--- src/rtl/irqc_pkg.sv ---
package irqc_pkg;
  localparam int unsigned BANK_W = 32;
  localparam int unsigned ADDR_W = 8;
  localparam int unsigned ID_W   = 7;
  localparam logic [ID_W-1:0] ID_NONE = 7'h7F;

  // address bits [7:4] select the register group
  localparam logic [3:0] GRP_ROUTE = 4'h0;
  localparam logic [3:0] GRP_EN    = 4'h1;
  localparam logic [3:0] GRP_ENCLR = 4'h2;
  localparam logic [3:0] GRP_ENSET = 4'h3;
  localparam logic [3:0] GRP_TYPE  = 4'h4;
  localparam logic [3:0] GRP_SENSE = 4'h5;
  localparam logic [3:0] GRP_IRQST = 4'h8;
  localparam logic [3:0] GRP_FIQST = 4'h9;
  localparam logic [3:0] GRP_RAW   = 4'hA;
  localparam logic [3:0] GRP_CLR   = 4'hB;
  localparam logic [3:0] GRP_SOFT  = 4'hC;

  localparam logic [ADDR_W-1:0] ADR_MASTER = 8'h64;
  localparam logic [ADDR_W-1:0] ADR_PENDID = 8'hD0;
endpackage

--- src/rtl/irqc_src.sv ---
module irqc_src (
  input  logic clk_i,
  input  logic rst_ni,
  input  logic src_i,
  input  logic edge_i,
  input  logic low_i,
  input  logic clr_i,
  output logic raw_o
);
  logic s1, s2, s3, pend, hit;

  always_ff @(posedge clk_i or negedge rst_ni) begin
    if (!rst_ni) begin
      s1 <= 1'b0;
      s2 <= 1'b0;
      s3 <= 1'b0;
    end else begin
      s1 <= src_i;
      s2 <= s1;
      s3 <= s2;
    end
  end

  assign hit = low_i ? (s3 & ~s2) : (s2 & ~s3);

  // a new edge wins over a clear in the same cycle
  always_ff @(posedge clk_i or negedge rst_ni) begin
    if (!rst_ni)      pend <= 1'b0;
    else if (!edge_i) pend <= 1'b0;
    else if (hit)     pend <= 1'b1;
    else if (clr_i)   pend <= 1'b0;
  end

  assign raw_o = edge_i ? pend : (s2 ^ low_i);

  AST_PEND_HOLD: assert property (@(posedge clk_i) disable iff (!rst_ni)
    pend && edge_i && !clr_i |=> pend);
  AST_LEVEL_NO_LATCH: assert property (@(posedge clk_i) disable iff (!rst_ni)
    !edge_i |=> !pend);
endmodule

--- src/rtl/irqc_lowest.sv ---
module irqc_lowest #(
  parameter int unsigned N   = 64,
  parameter int unsigned IDW = 7
) (
  input  logic           clk_i,
  input  logic           rst_ni,
  input  logic [N-1:0]   vec_i,
  output logic           any_o,
  output logic [IDW-1:0] idx_o
);
  localparam int unsigned LW = (N > 1) ? $clog2(N) : 1;

  always_comb begin
    idx_o = '0;
    for (int i = N - 1; i >= 0; i--) begin
      if (vec_i[i]) idx_o = IDW'(i);
    end
  end
  assign any_o = |vec_i;

  AST_LOWEST_SET: assert property (@(posedge clk_i) disable iff (!rst_ni)
    any_o |-> vec_i[idx_o[LW-1:0]]);
  AST_LOWEST_FIRST: assert property (@(posedge clk_i) disable iff (!rst_ni)
    any_o |-> ((vec_i & ~({N{1'b1}} << idx_o)) == '0));
endmodule

--- src/rtl/irqc_top.sv ---
module irqc_top
  import irqc_pkg::*;
#(
  parameter int unsigned NUM_BANKS = 2
) (
  input  logic                     clk_i,
  input  logic                     rst_ni,
  input  logic [NUM_BANKS*32-1:0]  src_i,
  input  logic                     req_i,
  input  logic                     we_i,
  input  logic [7:0]               addr_i,
  input  logic [31:0]              wdata_i,
  output logic [31:0]              rdata_o,
  output logic                     rvalid_o,
  output logic                     irq_o,
  output logic                     fiq_o
);
  localparam int unsigned NSRC = NUM_BANKS * BANK_W;

  logic [NSRC-1:0] route_q, en_q, type_q, sense_q, soft_q;
  logic [NSRC-1:0] clr, cell_raw, raw, irq_st, fiq_st;
  logic [1:0]      master_q;
  logic [3:0]      grp;
  logic [1:0]      bank;
  logic            aligned, wr, rd;
  logic            pend_any;
  logic [ID_W-1:0] pend_idx, pend_id;
  logic [31:0]     rd_d;

  assign grp     = addr_i[7:4];
  assign bank    = addr_i[3:2];
  assign aligned = (addr_i[1:0] == 2'b00);
  assign wr      = req_i && we_i && aligned;
  assign rd      = req_i && !we_i;

  for (genvar b = 0; b < NUM_BANKS; b++) begin : g_bank
    assign clr[b*BANK_W +: BANK_W] =
      (wr && grp == GRP_CLR && bank == 2'(b)) ? wdata_i : '0;
  end

  for (genvar n = 0; n < NSRC; n++) begin : g_src
    irqc_src u_src (
      .clk_i (clk_i),
      .rst_ni(rst_ni),
      .src_i (src_i[n]),
      .edge_i(type_q[n]),
      .low_i (sense_q[n]),
      .clr_i (clr[n]),
      .raw_o (cell_raw[n])
    );
  end

  assign raw    = cell_raw | soft_q;
  assign irq_st = raw & en_q & ~route_q;
  assign fiq_st = raw & en_q & route_q;
  assign irq_o  = master_q[0] & (|irq_st);
  assign fiq_o  = master_q[1] & (|fiq_st);

  irqc_lowest #(.N(NSRC), .IDW(ID_W)) u_lowest (
    .clk_i (clk_i),
    .rst_ni(rst_ni),
    .vec_i (master_q[0] ? irq_st : '0),
    .any_o (pend_any),
    .idx_o (pend_idx)
  );
  assign pend_id = pend_any ? pend_idx : ID_NONE;

  always_ff @(posedge clk_i or negedge rst_ni) begin
    if (!rst_ni) begin
      route_q  <= '0;
      en_q     <= '0;
      type_q   <= '0;
      sense_q  <= '0;
      soft_q   <= '0;
      master_q <= '0;
    end else if (wr) begin
      if (addr_i == ADR_MASTER) master_q <= wdata_i[1:0];
      for (int b = 0; b < NUM_BANKS; b++) begin
        if (bank == 2'(b)) begin
          case (grp)
            GRP_ROUTE: route_q[b*BANK_W +: BANK_W] <= wdata_i;
            GRP_EN:    en_q[b*BANK_W +: BANK_W]    <= wdata_i;
            GRP_ENCLR: en_q[b*BANK_W +: BANK_W]    <= en_q[b*BANK_W +: BANK_W] & ~wdata_i;
            GRP_ENSET: en_q[b*BANK_W +: BANK_W]    <= en_q[b*BANK_W +: BANK_W] | wdata_i;
            GRP_TYPE:  type_q[b*BANK_W +: BANK_W]  <= wdata_i;
            GRP_SENSE: sense_q[b*BANK_W +: BANK_W] <= wdata_i;
            GRP_SOFT:  soft_q[b*BANK_W +: BANK_W]  <= wdata_i;
            default: ;
          endcase
        end
      end
    end
  end

  always_comb begin
    rd_d = '0;
    if (aligned) begin
      if (addr_i == ADR_MASTER) rd_d = {30'b0, master_q};
      if (addr_i == ADR_PENDID) rd_d = {{(32-ID_W){1'b0}}, pend_id};
      for (int b = 0; b < NUM_BANKS; b++) begin
        if (bank == 2'(b)) begin
          case (grp)
            GRP_ROUTE: rd_d = route_q[b*BANK_W +: BANK_W];
            GRP_EN:    rd_d = en_q[b*BANK_W +: BANK_W];
            GRP_TYPE:  rd_d = type_q[b*BANK_W +: BANK_W];
            GRP_SENSE: rd_d = sense_q[b*BANK_W +: BANK_W];
            GRP_IRQST: rd_d = irq_st[b*BANK_W +: BANK_W];
            GRP_FIQST: rd_d = fiq_st[b*BANK_W +: BANK_W];
            GRP_RAW:   rd_d = raw[b*BANK_W +: BANK_W];
            GRP_SOFT:  rd_d = soft_q[b*BANK_W +: BANK_W];
            default: ;
          endcase
        end
      end
    end
  end

  always_ff @(posedge clk_i or negedge rst_ni) begin
    if (!rst_ni) begin
      rdata_o  <= '0;
      rvalid_o <= 1'b0;
    end else begin
      rvalid_o <= rd;
      rdata_o  <= rd ? rd_d : '0;
    end
  end

  AST_RVALID_AFTER_READ: assert property (@(posedge clk_i) disable iff (!rst_ni)
    rvalid_o |-> $past(req_i && !we_i));
  AST_ENSET_BITS: assert property (@(posedge clk_i) disable iff (!rst_ni)
    wr && grp == GRP_ENSET && bank == 2'd0 |=>
      ((en_q[BANK_W-1:0] & $past(wdata_i)) == $past(wdata_i)));
  AST_ENCLR_BITS: assert property (@(posedge clk_i) disable iff (!rst_ni)
    wr && grp == GRP_ENCLR && bank == 2'd0 |=>
      ((en_q[BANK_W-1:0] & $past(wdata_i)) == '0));
  AST_MASTER_GATE: assert property (@(posedge clk_i) disable iff (!rst_ni)
    !master_q[0] && !master_q[1] |-> !irq_o && !fiq_o);
endmodule

--- config.mk ---
export PLATFORM = sky130hd
export DESIGN_NAME = irqc_top
export DESIGN_NICKNAME = d
export VERILOG_FILES = /design/src/rtl/irqc_pkg.sv /design/src/rtl/irqc_src.sv /design/src/rtl/irqc_lowest.sv /design/src/rtl/irqc_top.sv
export SDC_FILE = /design/constraint.sdc
export NUM_CORES = 1
export LEC_CHECK = 0
export BUFFER_PORTS_ARGS = -buffer_cell sky130_fd_sc_hd__buf_2
export CORE_MARGIN = 10
export CORE_UTILIZATION = 50
export DETAILED_ROUTE_END_ITERATION = 8
export GPL_ROUTABILITY_DRIVEN = 0
export PLACE_DENSITY = 0.79
export SLEW_MARGIN = 40
export SYNTH_ARGS = -nofsm -noshare
export SYNTH_HDL_FRONTEND = slang
export SYNTH_SLANG_ARGS = --single-unit
--- constraint.sdc ---
create_clock -name clk_i -period 2.9 [get_ports clk_i]
set_input_delay 0.145 -clock clk_i [delete_from_list [all_inputs] [get_ports clk_i]]
set_output_delay 0.145 -clock clk_i [all_outputs]
set_load 0.05 [all_outputs]
==> key figures <==
Timing
  – Final worst slack: -0.623 ns
  – RSZ-0062 raised after global routing: yes
  – Period utilisation layout: 1.21
  – Final Hold Fails: 0
  – Final hold slack: 0.0499 ns
  – Clk_skew: 0.0376 ns
  – Total Neg Setup Slack: -0.942 ns
  – Slew HR: 0.492
  – Slew Viols, Final: 0
  – Max Fclk: 284 MHz
  – Final min period: 3.52 ns
  – Slew at the pin closest to its max-slew limit: 0.744 ns
  – Setup violations, final: 4

Synth
  – Ys async rst share: 1.00
  – Top cells by area, synth: dfrtp_1, mux2_2, o21ai_0
  – Flops & latches, synth: 611
  – Cell taking the most area after synthesis: dfrtp_1
  – Top cell type's share of synthesized area: 0.507
  – Syn avg cell area: 10.9 um^2
  – Syn. warnings: 0
  – Syn nets: 2867
  – Post-synthesis sequential area ratio: 0.507
  – Most used DFF post-synth: dfrtp_1
  – Post-synth EDFFs: 0
  – Post-Syn Instances: 2759
  – Synth unique cells: 88
  – Mapped cell area: 0.0302 mm^2

Floorplanning
  – Num rows: 89
  – I/O pins: 143
  – Placeable Area: 0.0594 mm^2
  – Die Y-Extent: 266 um
  – Die W: 266 um
  – Die ar.: 0.0705 mm^2
  – Initial Util: 0.508

Finish
  – Multi-input gate area: 0.0145 mm^2
  – Share of cells above drive strength 1: 0.253
  – Area growth from synthesis to final layout: 20.6%
  – Fin area: 0.0364 mm^2
  – Fill count: 4549
  – Final #Nets: 3203
  – Commonest non-fill, non-tap cell in the layout: dfrtp_1
  – Most frequent cells in the layout: dfrtp_1, mux2_2, nand2_1
  – Reg area: 0.0153 mm^2

Setup path
  – Crit path max-delay family: simple AND/OR/NAND/NOR gates
  – CP Launch Type: register
  – WS Path Type: reg2out
  – R2R depth: 12
  – Slowest cell on crit path: or4_4
  – WP buf/inv: 2
  – Worst path max stage delay: 0.54 ns
  – Crit path depth: 9
  – Reg-to-reg critical path startpoint: type_q[41]
  – Reg2reg end: rdata_o[6]
  – Critical Path, Cell by Cell: xor2_2, o311a_1, a22oi_2, o2111ai_1, or4_4, nor4b_4, a41oi_2, buf_4, buf_6
  – Critical-path maximum fanout: 3
  – R2R Setup Slk: -0.06 ns
  – Crit. End Element: primary output
  – Worst Path Arrival: 3.38 ns
  – Crit. Startpoint: g_src[14].u_src.s2
  – Required @ worst endpoint: 2.76 ns

Global route
  – Largest net degree at the start of global routing: 92
  – Total grt overflow: 0
  – Initial antenna violation count: 6
  – Vias in the first global route: 26981
  – First-pass GRT wire length: 159000 um
  – Total GRT Usage: 0.289

Clock tree
  – CTS H-Tree Depth: 3
  – Clock root buffer: clkbuf_16
  – TritonCTS clock tree: yes
  – Worst-Skew Late Latency: 0.64 ns
  – CTS buffer count: 67
  – Clock sinks: 611
  – Clock tree buffer depth: 3
  – Worst-path clk slew: 0.06 ns

Detailed routing
  – DR DRC count: 1
  – First-pass detailed-route iteration total: 9
  – Routed via count: 26763
  – Routed WL: 105000 um
  – Number of vias per cell: 6.82
  – Antenna violation net count after detailed routing: 0
  – Routed len/inst: 26.7 um
  – DRT iter0 DRCs: 3910

Outcome
  – Failing checks: DRC, setup timing
  – Status: complete, but fails checks

Power
  – Pwr Total: 19.3 mW
  – Worst VDD drop: 0.374 mV
  – Power Dens Cells: 531 mW/mm^2
  – Static Leak: 16.1 nW

Placement
  – Placed Area: 0.0327 mm^2
  – Port Buffers: 142
  – Dpl ws: -0.145 ns
  – Hpwl dp: 67500 um

Run
  – Max-cap violations: 0

Worst hold path
  – Worst Hold Class: in2async
final cells by class:
| type | count | area share |
|---|---|---|
| flip-flops and latches | 611 | 0.420 |
| multi-input cells | 1963 | 0.398 |
| repair buffers | 422 | 0.0914 |
| clock buffers | 101 | 0.0549 |
| well taps | 773 | 0.0266 |
| clock inverters | 20 | 0.00540 |
| inverters | 30 | 0.00310 |
| diodes | 2 | 0.000138 |
power by group:
part           switching, mW  leakage (nW)  internal [mW]
clock network           3.58          1.08           4.96
registers              0.317          8.05           8.81
logic                  0.977          6.94          0.671
metrics by stage:
| stage | instances | util |
|---|---|---|
| global placement | 3672 | 0.551 |
| finish | 3922 | 0.613 |
| detailed placement | 3672 | 0.551 |
| global route | 3921 | 0.613 |
| floorplan | 2759 | - |
| CTS | 3916 | 0.612 |
synthesized netlist by cell type, types with 21 or more instances:
library cell and number:
mux2i_1 27, a222oi_1 28, o211ai_1 44, a21oi_1 135, clkbuf_1 97, a22oi_1 62, nor3b_1 85, a21boi_0 60
nor2b_1 23, dfrtp_1 611, nor3_1 22, o31a_1 53, inv_1 29, a22o_1 77, nand3_1 42, xor2_1 43
nor2_1 167, buf_2 22, xnor2_1 21, mux2_2 281, a221oi_1 37, buf_1 35, nand2_1 206, o21ai_0 155
or3b_2 23, nand2b_1 56
worst max-delay path by stage:
stage,to,slack (ns)
2_1_floorplan,fiq_o,0.27
3_3_place_gp,irq_o,-0.11
3_5_place_dp,fiq_o,-0.14
4_1_cts,fiq_o,-0.59
5_1_grt,fiq_o,-0.69
6_report,fiq_o,-0.62
metal layers:
layer  wire (um)  track usage  vias to the layer above
met5          57            0                        -
met4        8200        0.198                        8
met3       13500       0.0901                      629
met2       45400        0.434                     1965
met1       37700        0.353                    13075
li1            -            -                    11086
cells by family after synthesis:
family | count (synthesis) | share of synthesized area
DFF | 611 | 0.507
buffers and inverters | 185 | 0.0242
AOI/OAI and AO/OA | 838 | 0.201
xor gates and xnor gates | 64 | 0.0186
and+or+nand+nor | 753 | 0.135
muxes | 308 | 0.114
timing repair:
action	in CTS	in global routing
pin swaps	13	5
buffers inserted	24	4
hold buffers	100	0
hold endpoints to repair	791	0
cloned	0	0
gates resized for setup	42	0
setup endpoints to repair	2	5
registers in the layout (all words and copies together), names as in the netlist:
| name | cells |
|---|---|
| en_q | 64 |
| g_src.u_src.pend | 64 |
| g_src.u_src.s1 | 64 |
| g_src.u_src.s2 | 64 |
| g_src.u_src.s3 | 64 |
| master_q | 2 |
| rdata_o | 32 |
| route_q | 64 |
| rvalid_o | 1 |
| sense_q | 64 |
| soft_q | 64 |
| type_q | 64 |
(Power assumes the default switching activity.)
